File: config.mk
export PLATFORM = sky130hd
export DESIGN_NAME = guard_timer
export DESIGN_NICKNAME = d
export VERILOG_FILES = /design/src/rtl/guard_timer_pkg.sv /design/src/rtl/guard_timer_ctrl.sv /design/src/rtl/guard_timer_dp.sv /design/src/rtl/guard_timer.sv
export SDC_FILE = /design/constraint.sdc
export NUM_CORES = 1
export LEC_CHECK = 0
export BUFFER_PORTS_ARGS = -buffer_cell sky130_fd_sc_hd__buf_2
export CORE_ASPECT_RATIO = 0.6
export CORE_MARGIN = 3
export CORE_UTILIZATION = 45
export DETAILED_ROUTE_END_ITERATION = 8
export PLACE_DENSITY = 0.6
export SETUP_SLACK_MARGIN = 0.1
export SYNTH_ARGS = -nofsm -noshare
export SYNTH_HDL_FRONTEND = slang
export SYNTH_HIERARCHICAL = 1
export SYNTH_SLANG_ARGS = --single-unit
File: constraint.sdc
create_clock -name clk -period 3.7 [get_ports clk]
set_input_delay 0.555 -clock clk [delete_from_list [all_inputs] [get_ports clk]]
set_output_delay 0.555 -clock clk [all_outputs]
set_load 0.02 [all_outputs]
File: src/rtl/guard_timer_pkg.sv
package guard_timer_pkg;

  typedef enum logic {
    CMD_STOP  = 1'b0,
    CMD_START = 1'b1
  } wd_cmd_e;

  // Strobes from the key/command control to the counting datapath
  typedef struct packed {
    logic load;   // accepted start: reload count, restart prescaler, run
    logic halt;   // accepted stop: halt counting
  } wd_strobe_t;

endpackage

File: src/rtl/guard_timer_ctrl.sv
module guard_timer_ctrl
  import guard_timer_pkg::*;
#(
  parameter int KEY_W = 7
) (
  input  logic             clk,
  input  logic             rstN,
  input  logic             wrEn,
  input  logic             wrCmd,
  input  logic [KEY_W-1:0] wrKey,
  input  logic             expired,
  output wd_strobe_t       strb
);

  localparam logic [KEY_W-1:0] KEY_FLIP = {KEY_W{1'b1}};

  logic [KEY_W-1:0] refKey;
  logic             keyValid;
  logic             keyMatch;
  logic             okWrite;
  wd_cmd_e          cmd;

  assign cmd      = wd_cmd_e'(wrCmd);
  assign keyMatch = (wrKey == (refKey ^ KEY_FLIP));

  always_comb begin
    okWrite = 1'b0;
    if (wrEn && !expired) begin
      if (keyValid) okWrite = keyMatch;
      else          okWrite = (cmd == CMD_START);
    end
    strb.load = okWrite && (cmd == CMD_START);
    strb.halt = okWrite && (cmd == CMD_STOP);
  end

  always_ff @(posedge clk) begin
    if (!rstN) begin
      refKey   <= '0;
      keyValid <= 1'b0;
    end else if (okWrite) begin
      refKey   <= wrKey;
      keyValid <= 1'b1;
    end
  end

  // a write carrying a wrong key leaves the reference key in place
  assert_badkey_keeps_ref_R4: assert property (@(posedge clk) disable iff (!rstN)
    (wrEn && keyValid && (wrKey != (refKey ^ KEY_FLIP))) |=> ($stable(refKey) && keyValid));

  // the first reference key can only come from a start write
  assert_first_is_start_R2: assert property (@(posedge clk) disable iff (!rstN)
    (!keyValid && wrEn && (cmd == CMD_STOP)) |=> !keyValid);

  // after expiry the stored key no longer changes
  assert_expired_key_frozen_R10: assert property (@(posedge clk) disable iff (!rstN)
    expired |=> $stable(refKey));

endmodule

File: src/rtl/guard_timer_dp.sv
module guard_timer_dp
  import guard_timer_pkg::*;
#(
  parameter int CNT_W = 8,
  parameter int PRE_W = 17
) (
  input  logic             clk,
  input  logic             rstN,
  input  wd_strobe_t       strb,
  input  logic [CNT_W-1:0] loadVal,
  output logic             nmiReq,
  output logic             chipRstReq
);

  localparam logic [CNT_W-1:0] CNT_ONE = CNT_W'(1);
  localparam logic [CNT_W-1:0] CNT_TWO = CNT_W'(2);

  logic [PRE_W-1:0] preQ;
  logic [CNT_W-1:0] cntQ;
  logic             running;
  logic             tick;

  assign tick = running && (preQ == {PRE_W{1'b1}});

  always_ff @(posedge clk) begin
    if (!rstN) begin
      preQ       <= '0;
      cntQ       <= '0;
      running    <= 1'b0;
      nmiReq     <= 1'b0;
      chipRstReq <= 1'b0;
    end else begin
      nmiReq <= 1'b0;
      if (chipRstReq) begin
        running <= 1'b0;
      end else if (strb.load) begin
        cntQ    <= loadVal;
        preQ    <= '0;
        running <= 1'b1;
      end else if (strb.halt) begin
        preQ    <= '0;
        running <= 1'b0;
      end else if (running) begin
        preQ <= preQ + 1'b1;
        if (tick) begin
          if (cntQ <= CNT_ONE) begin
            cntQ       <= '0;
            running    <= 1'b0;
            chipRstReq <= 1'b1;
          end else begin
            cntQ <= cntQ - 1'b1;
            if (cntQ == CNT_TWO) nmiReq <= 1'b1;
          end
        end
      end
    end
  end

  // the NMI request is a single-cycle pulse
  assert_nmi_pulse_R7: assert property (@(posedge clk) disable iff (!rstN)
    nmiReq |=> !nmiReq);

  // the NMI request coincides with the counter sitting at one
  assert_nmi_at_one_R7: assert property (@(posedge clk) disable iff (!rstN)
    nmiReq |-> (cntQ == CNT_ONE));

  // the reset request holds until the block is reset
  assert_rst_sticky_R8: assert property (@(posedge clk) disable iff (!rstN)
    chipRstReq |=> chipRstReq);

  // once expired the counter is frozen and stopped
  assert_rst_frozen_R10: assert property (@(posedge clk) disable iff (!rstN)
    chipRstReq |=> ($stable(cntQ) && !running));

  // a stopped counter holds its value unless a start arrives
  assert_halt_freezes_R9: assert property (@(posedge clk) disable iff (!rstN)
    (!running && !strb.load) |=> $stable(cntQ));

  // a running counter moves by at most one step per cycle
  assert_single_step_R6: assert property (@(posedge clk) disable iff (!rstN)
    (running && !strb.load && !chipRstReq && (cntQ > CNT_ONE)) |=>
      ((cntQ == $past(cntQ)) || (cntQ == ($past(cntQ) - CNT_ONE))));

endmodule

File: src/rtl/guard_timer.sv
module guard_timer
  import guard_timer_pkg::*;
#(
  parameter int CNT_W         = 8,
  parameter int KEY_W         = 7,
  parameter int PRESCALE_LOG2 = 17
) (
  input  logic             clk,
  input  logic             rstN,
  input  logic             wrEn,
  input  logic [CNT_W-1:0] wrCount,
  input  logic             wrCmd,
  input  logic [KEY_W-1:0] wrKey,
  output logic             nmiReq,
  output logic             chipRstReq
);

  localparam int PRE_W = (PRESCALE_LOG2 < 1) ? 1 : PRESCALE_LOG2;

  wd_strobe_t strb;

  guard_timer_ctrl #(
    .KEY_W (KEY_W)
  ) uCtrl (
    .clk     (clk),
    .rstN    (rstN),
    .wrEn    (wrEn),
    .wrCmd   (wrCmd),
    .wrKey   (wrKey),
    .expired (chipRstReq),
    .strb    (strb)
  );

  guard_timer_dp #(
    .CNT_W (CNT_W),
    .PRE_W (PRE_W)
  ) uDp (
    .clk        (clk),
    .rstN       (rstN),
    .strb       (strb),
    .loadVal    (wrCount),
    .nmiReq     (nmiReq),
    .chipRstReq (chipRstReq)
  );

endmodule

==> results of run 1 <==
[cell families after synthesis]
| kind of cell | after synthesis |
|---|---|
| and+or+nand+nor | 99 |
| AOI/OAI and AO/OA | 46 |
| DFF | 36 |
| muxes | 7 |
| adders and majority gates | 5 |
| buffers and inverters | 19 |
| xor gates and xnor gates | 14 |
[cell type report]
| class | instances | area (sq um) | share of cell area (%) |
|---|---|---|---|
| sequential | 36 | 721 | 33.7 |
| inverter | 10 | 37.5 | 1.75 |
| timing repair buffer | 25 | 138 | 6.43 |
| clock inverter | 2 | 10.0 | 0.468 |
| tap | 57 | 71.3 | 3.33 |
| clock buffer | 6 | 82.6 | 3.86 |
| multi-input combinational | 171 | 1080 | 50.5 |
[power by group]
group	leakage, nW	internal (mW)	total [mW]	switching (mW)
clock network	0.0510	0.148	0.287	0.138
registers	0.292	0.398	0.407	0.00891
logic	0.483	0.0445	0.113	0.0683
[metal layers]
layer | vias to the layer above | wire (um) | track usage (%)
li1 | 873 | - | -
met1 | 787 | 2350 | 29.2
met2 | 67 | 1680 | 21.9
met3 | 6 | 335 | 5.47
met4 | 0 | 54 | 7.01
met5 | - | 0 | 0
[worst min-delay path, stage by stage (launching register included)]
cell and delay [ps]:
dfxtp_1 320, nand2_1 60, mux2i_1 60
[placed cells by master, fill, tap and decap left out, drive strengths merged, types with 2 or more instances in the layout]
master,Yosys,final
dfxtp,36,36
nand2,33,33
buf,3,25
nor2,16,16
a21oi,10,10
inv,10,10
or3,9,9
xor2,8,8
o21ai,8,8
nor3,8,8
mux2i,7,7
clkbuf,6,6
nand4,6,6
xnor2,6,6
a22oi,6,6
nand3,6,6
ha,5,5
nor4,4,4
o221ai,4,4
nor2b,3,3
or4,3,3
a211oi,3,3
clkinv,0,2
and4,2,2
nand4b,2,2
o21a,2,2
o221a,2,2
or2,2,2
a32oi,2,2
a31oi,2,2
o2111ai,2,2
o22ai,2,2
[worst min path at each step]
stage	startpoint	endpoint	slack, ps	cells past startpoint
2_1_floorplan	uCtrl/refKey[0]	uCtrl/refKey[0]	450	2
3_3_place_gp	uCtrl/refKey[5]	uCtrl/refKey[5]	460	2
3_5_place_dp	uCtrl/refKey[3]	uCtrl/refKey[3]	460	2
4_1_cts	uCtrl/refKey[3]	uCtrl/refKey[3]	480	2
5_1_grt	uCtrl/refKey[6]	uCtrl/refKey[6]	500	2
6_report	uCtrl/refKey[6]	uCtrl/refKey[6]	480	2
[sequential cells by signal (all words and copies together), names as in the netlist]
| register | cells |
|---|---|
| uDp/cntQ | 8 |
| uCtrl/refKey | 7 |
| uDp/nmiReq | 1 |
| uDp/running | 1 |
| uCtrl/keyValid | 1 |
| uDp/chipRstReq | 1 |
| uDp/preQ | 17 |
[through the flow]
step           hold slack (ps)  power (mW)  instances  area (sq um)
2_1_floorplan              450       0.488        226          1880
3_3_place_gp               459       0.521        299          2050
3_5_place_dp               463       0.525        299          2050
4_1_cts                    478       0.812        307          2140
5_1_grt                    497       0.844        307          2140
6_report                   476       0.806        307          2140
==> flow_metrics.env, run 1 <==
export IMPL_outcome="finished, final reports clean"
export IMPL_dp_worst_setup_slack_ps=542
export IMPL_antenna_cells=0
export IMPL_hold_class="register to register"
export IMPL_h_tree_depth=2
export IMPL_worstPathArrival_ps=3100
export IMPL_setup_tns_ps=0
export IMPL_drv_slew=0
export IMPL_clock_skew_ps=7.79
export IMPL_antenna_found_initial=0
export IMPL_maxCapViolations=0
export IMPL_critPathBufInv=2
export IMPL_crit_type="input port to register"
export IMPL_pwr_density_cell_mw_per_mm2=377
export IMPL_synth_top_family_by_area="simple AND/OR/NAND/NOR gates"
export IMPL_vdd_drop_max_v=0.000222
export IMPL_synth_compound_area_share_pct=16.7
export IMPL_synth_edf_count=0
export IMPL_reg2reg_slack_ps=860
export IMPL_cts_tree="done"
export IMPL_cts_setup_buffers=0
export IMPL_root_buffer="clkbuf_8"
export IMPL_num_nets_final=273
export IMPL_drive_gt1_share_pct=16.0
export IMPL_fin_crit_sh_pct=77.9
export IMPL_yosys_area_share_simple_pct=27.1
export IMPL_cp_cell_sequence="buf_2 -> nor2b_1 -> nand3_1 -> o32a_1 -> nor2_1 -> nor3_2 -> buf_4 -> or4_1 -> or3_1 -> a21oi_1"
export IMPL_crit_cells=10
export IMPL_crit_path_end_kind="register"
export IMPL_cts_path_max_buffers=2
export IMPL_dieWidth_um=89.5
export IMPL_n_fill_cell=357
export IMPL_port_buffers=20
export IMPL_fmax_ghz=0.347
export IMPL_reg2reg_from="uDp/chipRstReq"
export IMPL_drcViolationCount=0
export IMPL_die_area_sq_mm=0.00502
export IMPL_grt_pass1_vias=1492
export IMPL_fp_dieH_um=56.1
export IMPL_fin_crit_ps=2880
export IMPL_ctsResizeCount=0
export IMPL_viasPerCell=5.64
export IMPL_cts_clk_slew_worst_paths_ps=70
export IMPL_tightest_slew_ps=791
export IMPL_drt_iter0_markers=127
export IMPL_core_sq_mm=0.00385
export IMPL_synth_area_leaders="dfxtp_1, nand2_1, mux2i_1"
export IMPL_avgSynthCellArea_sq_um=8.33
export IMPL_synth_xor_area_share_pct=6.51
export IMPL_synthesis_area_sq_mm=0.00188
export IMPL_grt_pass1_wl_mm=7.11
export IMPL_ant_nets=0
export IMPL_ys_seq_area_share_pct=38.3
export IMPL_ys_seq_elements=36
export IMPL_critPathTopFamily="simple AND/OR/NAND/NOR gates"
export IMPL_required_ps=3920
export IMPL_p_leak_nw=0.826
export IMPL_ctsHoldBuffers=0
export IMPL_rr_endpoint="uDp/preQ[12]"
export IMPL_cp_endpoint="uDp/preQ[12]"
export IMPL_grt_overflow_total=0
export IMPL_initial_core_util_pct=48.9
export IMPL_drt_total_wl_mm=4.43
export IMPL_netlist_area_leader_share_pct=38.3
export IMPL_fin_ws_ps=818
export IMPL_start_kind="input port"
export IMPL_startpoint="wrEn"
export IMPL_drt_first_pass_iters=4
export IMPL_grtUsageTotal_pct=18.3
export IMPL_cpPeakStageDelay_ps=550
export IMPL_slew_headroom_pct=47.0
export IMPL_muxShareOfSynthArea_pct=3.72
export IMPL_io_pins=21
export IMPL_vias=1733
export IMPL_yosysWarnings=6
export IMPL_gp_congestion=0.829
export IMPL_synth_top_flop_cell="dfxtp_1"
export IMPL_area_growth_pct=13.7
export IMPL_reg2reg_depth=9
export IMPL_finalHoldViolations=0
export IMPL_cts_buffers=5
export IMPL_crit_fanout=10
export IMPL_fin_util_pct=55.6
export IMPL_rsz0062_at_grt="no"
export IMPL_grt_max_degree=31
export IMPL_clock_latency_ps=290
export IMPL_cts_sinks=36
export IMPL_num_rows=17
export IMPL_syn_inst=226
export IMPL_synthAdderAreaFrac_pct=3.32
export IMPL_wl_per_cell_um=14.4
export IMPL_ys_types=43
export IMPL_yosysMostFrequentCell="dfxtp_1"
export IMPL_synth_top_area_cell="dfxtp_1"
export IMPL_crit_slowest_cell="or4_1"
export IMPL_hpwl_mm=3.32
export IMPL_setup_violations=0
export IMPL_synth_commonest_cells="dfxtp_1, nand2_1, nor2_1, a21oi_1, inv_1"
export IMPL_syn_nets=250
export IMPL_ys_async_sr_fraction_pct=0
Note: power is estimated with default switching activity, not from simulation.
==> run 2, diff against run 1 <==
--- a/config.mk
+++ b/config.mk
@@ -10,7 +10,7 @@
 export CORE_MARGIN = 3
 export CORE_UTILIZATION = 45
 export DETAILED_ROUTE_END_ITERATION = 8
-export PLACE_DENSITY = 0.6
+export PLACE_DENSITY = 0.62
 export SETUP_SLACK_MARGIN = 0.1
 export SYNTH_ARGS = -nofsm -noshare
 export SYNTH_HDL_FRONTEND = slang
==> constraint.sdc (replaced) <==
create_clock -name clk -period 2.5 [get_ports clk]
set_input_delay 0.375 -clock clk [delete_from_list [all_inputs] [get_ports clk]]
set_output_delay 0.375 -clock clk [all_outputs]
set_load 0.02 [all_outputs]
==> run 2 against run 1 <==
Against the previous run: flip-flop and latch count unchanged; non-clock buffer count up 7; routed wire length down 2.5%; combinational power up 50%; core utilization up 3.2 points; via count down 1.3%; hold slack worse by 120 ps; design area up 5.8%; sequential power up 48%; count of clock-buffer cells in the layout up 2; cell count up 2.6%.
==> flow_metrics.env, run 2 (synthesis gave the netlist of run 1 again) <==
export IMPL_outcome="finished, final reports clean"
export IMPL_final_cell_mix="dfxtp_1, nand2_1, buf_2"
export IMPL_largest_reg_flops=17
export IMPL_vdd_drop_max_v=0.000223
export IMPL_slew_headroom_pct=52.9
export IMPL_antenna_found_initial=0
export IMPL_hold_class="input port to register"
export IMPL_h_tree_depth=2
export IMPL_cts_setup_buffers=0
export IMPL_io_pins=21
export IMPL_cpPeakStageDelay_ps=450
export IMPL_port_buffers=20
export IMPL_finalPower_mw=1.20
export IMPL_antenna_cells=0
export IMPL_cts_tree="done"
export IMPL_gp_congestion=0.822
export IMPL_root_buffer="clkbuf_8"
export IMPL_cts_sinks=36
export IMPL_crit_slowest_cell="or4_4"
export IMPL_num_nets_final=281
export IMPL_maxCapViolations=0
export IMPL_drt_first_pass_iters=4
export IMPL_layout_commonest_cell="dfxtp_1"
export IMPL_fp_dieH_um=56.1
export IMPL_required_ps=2710
export IMPL_finalHoldViolations=0
export IMPL_drt_total_wl_mm=4.32
export IMPL_fin_util_pct=58.8
export IMPL_drive_gt1_share_pct=21.7
export IMPL_grt_overflow_total=0
export IMPL_ant_nets=0
export IMPL_initial_core_util_pct=48.9
export IMPL_top_regs="uDp/preQ x17, uDp/cntQ x8, uCtrl/refKey x7"
export IMPL_pwr_density_cell_mw_per_mm2=528
export IMPL_worstPathArrival_ps=2510
export IMPL_multi_input_area_sq_mm=0.00115
export IMPL_drv_slew=0
export IMPL_rsz0062_at_grt="yes"
export IMPL_fin_crit_sh_pct=91.9
export IMPL_p_leak_nw=0.886
export IMPL_ctsHoldBuffers=0
export IMPL_fin_crit_ps=2300
export IMPL_register_area_sq_um=723
export IMPL_grt_pass1_wl_mm=6.90
export IMPL_core_sq_mm=0.00385
export IMPL_grt_max_degree=23
export IMPL_num_rows=17
export IMPL_fin_ws_ps=202
export IMPL_reg2reg_slack_ps=200
export IMPL_vias=1711
export IMPL_n_fill_cell=352
export IMPL_clock_latency_ps=280
export IMPL_wl_per_cell_um=13.7
export IMPL_cts_buffers=5
export IMPL_grt_pass1_vias=1453
export IMPL_die_area_sq_mm=0.00502
export IMPL_crit_fanout=5
export IMPL_cp_cell_sequence="xor2_1 -> nand3_1 -> o32a_1 -> nor2b_4 -> nor3_4 -> or4_4 -> or3_1 -> a21oi_1"
export IMPL_crit_type="register to register"
export IMPL_grtUsageTotal_pct=17.6
export IMPL_setup_violations=0
export IMPL_clock_skew_ps=4.24
export IMPL_area_growth_pct=20.3
export IMPL_cts_clk_slew_worst_paths_ps=70
export IMPL_viasPerCell=5.43
export IMPL_crit_path_end_kind="register"
export IMPL_start_kind="register"
export IMPL_cts_path_max_buffers=2
export IMPL_drcViolationCount=0
export IMPL_tightest_slew_ps=704
export IMPL_fmax_ghz=0.435
export IMPL_hpwl_mm=3.19
export IMPL_dp_worst_setup_slack_ps=-81.8
export IMPL_top_register="uDp/preQ"
export IMPL_dieWidth_um=89.5
export IMPL_drt_iter0_markers=121
run 2: through the flow:
step | cells | instance area [sq um] | TNS [ps] | hold slack [ps]
floorplan | 226 | 1910 | 0 | 450
global placement | 306 | 2120 | -1.04 | 465
detailed placement | 306 | 2120 | -160 | 474
CTS | 314 | 2210 | 0 | 347
global route | 315 | 2260 | 0 | 366
finish | 315 | 2260 | 0 | 353
run 2: final cells by class:
cell class / instances / share of cell area [%]
Sequential cell: 36 / 31.9
Inverter: 10 / 1.66
Clock buffer: 8 / 3.98
Tap cell: 57 / 3.15
Timing Repair Buffer: 32 / 8.56
Multi-Input combinational cell: 172 / 50.7
run 2: power breakdown:
group          internal [mW]  switching (mW)  total (mW)
Clock                  0.225           0.197       0.422
Sequential             0.589          0.0147       0.604
Combinational         0.0744          0.0957       0.170
run 2: timing repair:
| action | 4_1_cts | 5_1_grt |
|---|---|---|
| endpoints found under the hold margin | 0 | 0 |
| resized for setup | 1 | 10 |
| setup endpoints to repair | 2 | 13 |
| cloned | 0 | 1 |
run 2: critical path: cells and delay by family (launching register included):
kind,cells,cell delay (ps)
and+or+nand+nor,5,1150
xor gates and xnor gates,1,150
AOI/OAI and AO/OA,2,590
DFF,1,340
run 2: final timing paths:
path | depth (start not counted) | end | startpoint
min | 3 | uCtrl/refKey[1] | wrKey[1]
max reg2reg | 8 | uDp/preQ[12] | uCtrl/refKey[5]
min reg2reg | 2 | uCtrl/refKey[1] | uCtrl/refKey[1]
max | 8 | uDp/preQ[12] | uCtrl/refKey[5]
run 2: per-layer routing:
| layer | global-route usage (%) | vias up | part of all wire [%] |
|---|---|---|---|
| met5 | 0 | - | 0 |
| met4 | 4.46 | 0 | 0.49 |
| met3 | 3.99 | 2 | 5.5 |
| met2 | 20.7 | 41 | 37 |
| met1 | 30.1 | 777 | 57 |
| li1 | - | 891 | - |
==> run 3, diff against run 2 <==
--- a/config.mk
+++ b/config.mk
@@ -5,6 +5,7 @@
 export SDC_FILE = /design/constraint.sdc
 export NUM_CORES = 1
 export LEC_CHECK = 0
+export ABC_AREA = 1
 export BUFFER_PORTS_ARGS = -buffer_cell sky130_fd_sc_hd__buf_2
 export CORE_ASPECT_RATIO = 0.6
 export CORE_MARGIN = 3
==> run 3 against run 2 <==
Against the previous run: synthesized cell count up 34%; worst setup slack lost 0.88 ps; sequential share of layout area down 2.0 points.
==> flow_metrics.env, run 3 <==
export IMPL_outcome="finished, final reports clean"
export IMPL_fin_crit_ps=2300
export IMPL_vdd_drop_max_v=0.000382
export IMPL_grt_max_degree=20
export IMPL_crit_path_end_kind="register"
export IMPL_crit_fanout=4
export IMPL_ys_async_sr_fraction_pct=0
export IMPL_setup_violations=0
export IMPL_pwr_share_clk_pct=39.7
export IMPL_internal_power_mw=1.05
export IMPL_cts_clk_slew_worst_paths_ps=70
export IMPL_crit_type="register to register"
export IMPL_clock_latency_ps=300
export IMPL_syn_inst=303
export IMPL_cts_path_max_buffers=2
export IMPL_hpwl_mm=3.24
export IMPL_cp_cell_sequence="ha_4 -> nand2_2 -> nor3_4 -> nand4_1 -> nor4_2 -> ha_2 -> nand2_1 -> inv_2 -> nand2_2 -> a21oi_4 -> buf_4 -> o21ai_0 -> a21oi_1"
export IMPL_syn_nets=327
export IMPL_cts_sinks=36
export IMPL_vias=1880
export IMPL_grtUsageTotal_pct=17.2
export IMPL_port_buffers=20
export IMPL_ant_nets=0
export IMPL_switching_share_pct=27.1
export IMPL_io_pins=21
export IMPL_initial_core_util_pct=48.9
export IMPL_required_ps=2730
export IMPL_core_sq_mm=0.00430
export IMPL_cts_tree="done"
export IMPL_p_leak_nw=1.11
export IMPL_synth_top_area_cell="dfxtp_1"
export IMPL_crit_cells=13
export IMPL_ys_seq_area_share_pct=34.3
export IMPL_drt_iter0_markers=153
export IMPL_worstPathArrival_ps=2530
export IMPL_reg2reg_from="uDp/preQ[0]"
export IMPL_ys_types=33
export IMPL_yosysMostFrequentCell="nand2_1"
export IMPL_top_regs="uDp/preQ x17, uDp/cntQ x8, uCtrl/refKey x7"
export IMPL_fmax_ghz=0.435
export IMPL_finalHoldViolations=0
export IMPL_pwr_density_cell_mw_per_mm2=593
export IMPL_critPathTopFamily="simple AND/OR/NAND/NOR gates"
export IMPL_setup_tns_ps=0
export IMPL_dp_worst_setup_slack_ps=106
export IMPL_die_area_sq_mm=0.00555
export IMPL_gp_congestion=0.828
export IMPL_rsz0062_at_grt="no"
export IMPL_synth_top_flop_cell="dfxtp_1"
export IMPL_synth_area_leaders="dfxtp_1, nand2_1, inv_1"
export IMPL_hold_path_startpoint="wrCount[1]"
export IMPL_antenna_found_initial=0
export IMPL_grt_pass1_vias=1595
export IMPL_cpMostUsedCell="nand2_2"
export IMPL_drt_first_pass_iters=4
export IMPL_num_nets_final=353
export IMPL_critPathBufInv=2
export IMPL_power_share_sequential_pct=43.2
export IMPL_area_growth_pct=15.4
export IMPL_drv_slew=0
export IMPL_drive_gt1_share_pct=22.1
export IMPL_start_kind="register"
export IMPL_clock_skew_ps=8.44
export IMPL_synth_commonest_cells="nand2_1, inv_1, dfxtp_1, nor2_1, a21oi_1"
export IMPL_drcViolationCount=0
export IMPL_tightest_slew_ps=522
export IMPL_fin_crit_sh_pct=91.9
export IMPL_cpPeakStageDelay_ps=370
export IMPL_wl_per_cell_um=11.7
export IMPL_grt_pass1_wl_mm=7.42
export IMPL_layout_commonest_cell="nand2_1"
export IMPL_ys_seq_elements=36
export IMPL_cts_buffers=5
export IMPL_yosysWarnings=6
export IMPL_synth_edf_count=0
export IMPL_largest_reg_flops=17
export IMPL_pwr_share_comb_pct=17.1
export IMPL_top_register="uDp/preQ"
export IMPL_hold_class="input port to register"
export IMPL_final_cell_mix="nand2_1, inv_1, nor2_1"
export IMPL_worst_hold_path_num_cells=3
export IMPL_p_sw_mw=0.390
export IMPL_dieWidth_um=94.2
export IMPL_synthesis_area_sq_mm=0.00210
export IMPL_viasPerCell=4.82
export IMPL_reg2reg_depth=13
export IMPL_fin_ws_ps=201
export IMPL_grt_overflow_total=0
export IMPL_startpoint="uDp/preQ[0]"
export IMPL_avgSynthCellArea_sq_um=6.94
export IMPL_maxCapViolations=0
export IMPL_crit_slowest_cell="dfxtp_4"
export IMPL_root_buffer="clkbuf_8"
export IMPL_h_tree_depth=2
export IMPL_antenna_cells=0
export IMPL_netlist_area_leader_share_pct=34.3
export IMPL_slew_headroom_pct=65.2
export IMPL_drt_total_wl_mm=4.57
export IMPL_num_rows=18
export IMPL_fp_dieH_um=58.9
export IMPL_hold_ws_ps=355
==> run 3: changes by cell type in the layout (fill, tap and decap cells not counted), moves of 8 or more <==
cell / previous run / this run
o21ai_0: 7 / 15
or3_1: 9 / 0
nand3_1: 4 / 18
inv_1: 10 / 41
a21oi_1: 9 / 29
nor2_2: 0 / 8
nand2_1: 33 / 63
nor2_1: 15 / 35
==> run 3: cell families (layout without fill, tap and decap cells) <==
kind of cell | Yosys count | in the layout | synth area share, %
simple gates | 147 | 147 | 33.2
compound gates | 55 | 55 | 16.0
buf+inv | 54 | 81 | 11.1
flops | 36 | 36 | 34.3
xor+xnor | 6 | 6 | 2.50
fa+ha+maj | 5 | 5 | 2.98
==> run 3: stage by stage <==
| step | cell area, sq um | cells | total power, mW | utilization [%] |
|---|---|---|---|---|
| CTS | 2390 | 390 | 1.45 | 55.5 |
| global route | 2420 | 390 | 1.51 | 56.4 |
| global placement | 2250 | 380 | 0.872 | 52.2 |
| floorplan | 2100 | 303 | 0.821 | - |
| finish | 2420 | 390 | 1.44 | 56.4 |
| detailed placement | 2250 | 380 | 0.871 | 52.2 |
==> run 3: worst paths after layout <==
path                                    end  slack, ps
worst max-delay path            uDp/cntQ[6]        200
worst min register to register  uDp/preQ[4]        470
worst max register to register  uDp/cntQ[6]        200
worst min-delay path            uDp/cntQ[1]        360
==> run 3: routing by layer <==
| metal | vias to the layer above | part of all wire [%] | track usage, % |
|---|---|---|---|
| li1 | 1022 | - | - |
| met1 | 808 | 54 | 27.2 |
| met2 | 44 | 38 | 21.7 |
| met3 | 6 | 6.3 | 4.21 |
| met4 | 0 | 1.2 | 6.79 |
| met5 | - | 0 | 0 |
==> run 3: final cells by class <==
cell class | instances | area [sq um]
clock buffer | 7 | 96.3
clock inverter | 1 | 30.0
fill | 417 | 1880
inverter | 48 | 183
multi-input combinational | 213 | 1170
sequential | 36 | 726
tap | 60 | 75.1
timing repair buffer | 25 | 141
==> run 3: what timing repair did <==
item,CTS,global route
setup endpoints to repair,1,8
pin swaps,1,5
hold buffers,0,0
buffers inserted,2,0
resized for setup,0,12
==> run 3: power by group through the flow <==
stage	Sequential [mW]	Combinational (mW)	Clock, mW
after floorplan	0.628	0.192	0
after global placement	0.633	0.239	0
after detailed placement	0.633	0.238	0
after CTS	0.620	0.243	0.584
after global routing	0.625	0.281	0.605
final	0.621	0.247	0.570
==> run 3: worst register-to-register path, stage by stage (launching register included) <==
cell and delay [ps]:
dfxtp_4 370, ha_4 140, nand2_2 80, nor3_4 240, nand4_1 170, nor4_2 280, ha_2 220, nand2_1 60
inv_2 70, nand2_2 60, a21oi_4 180, buf_4 160, o21ai_0 70, a21oi_1 130
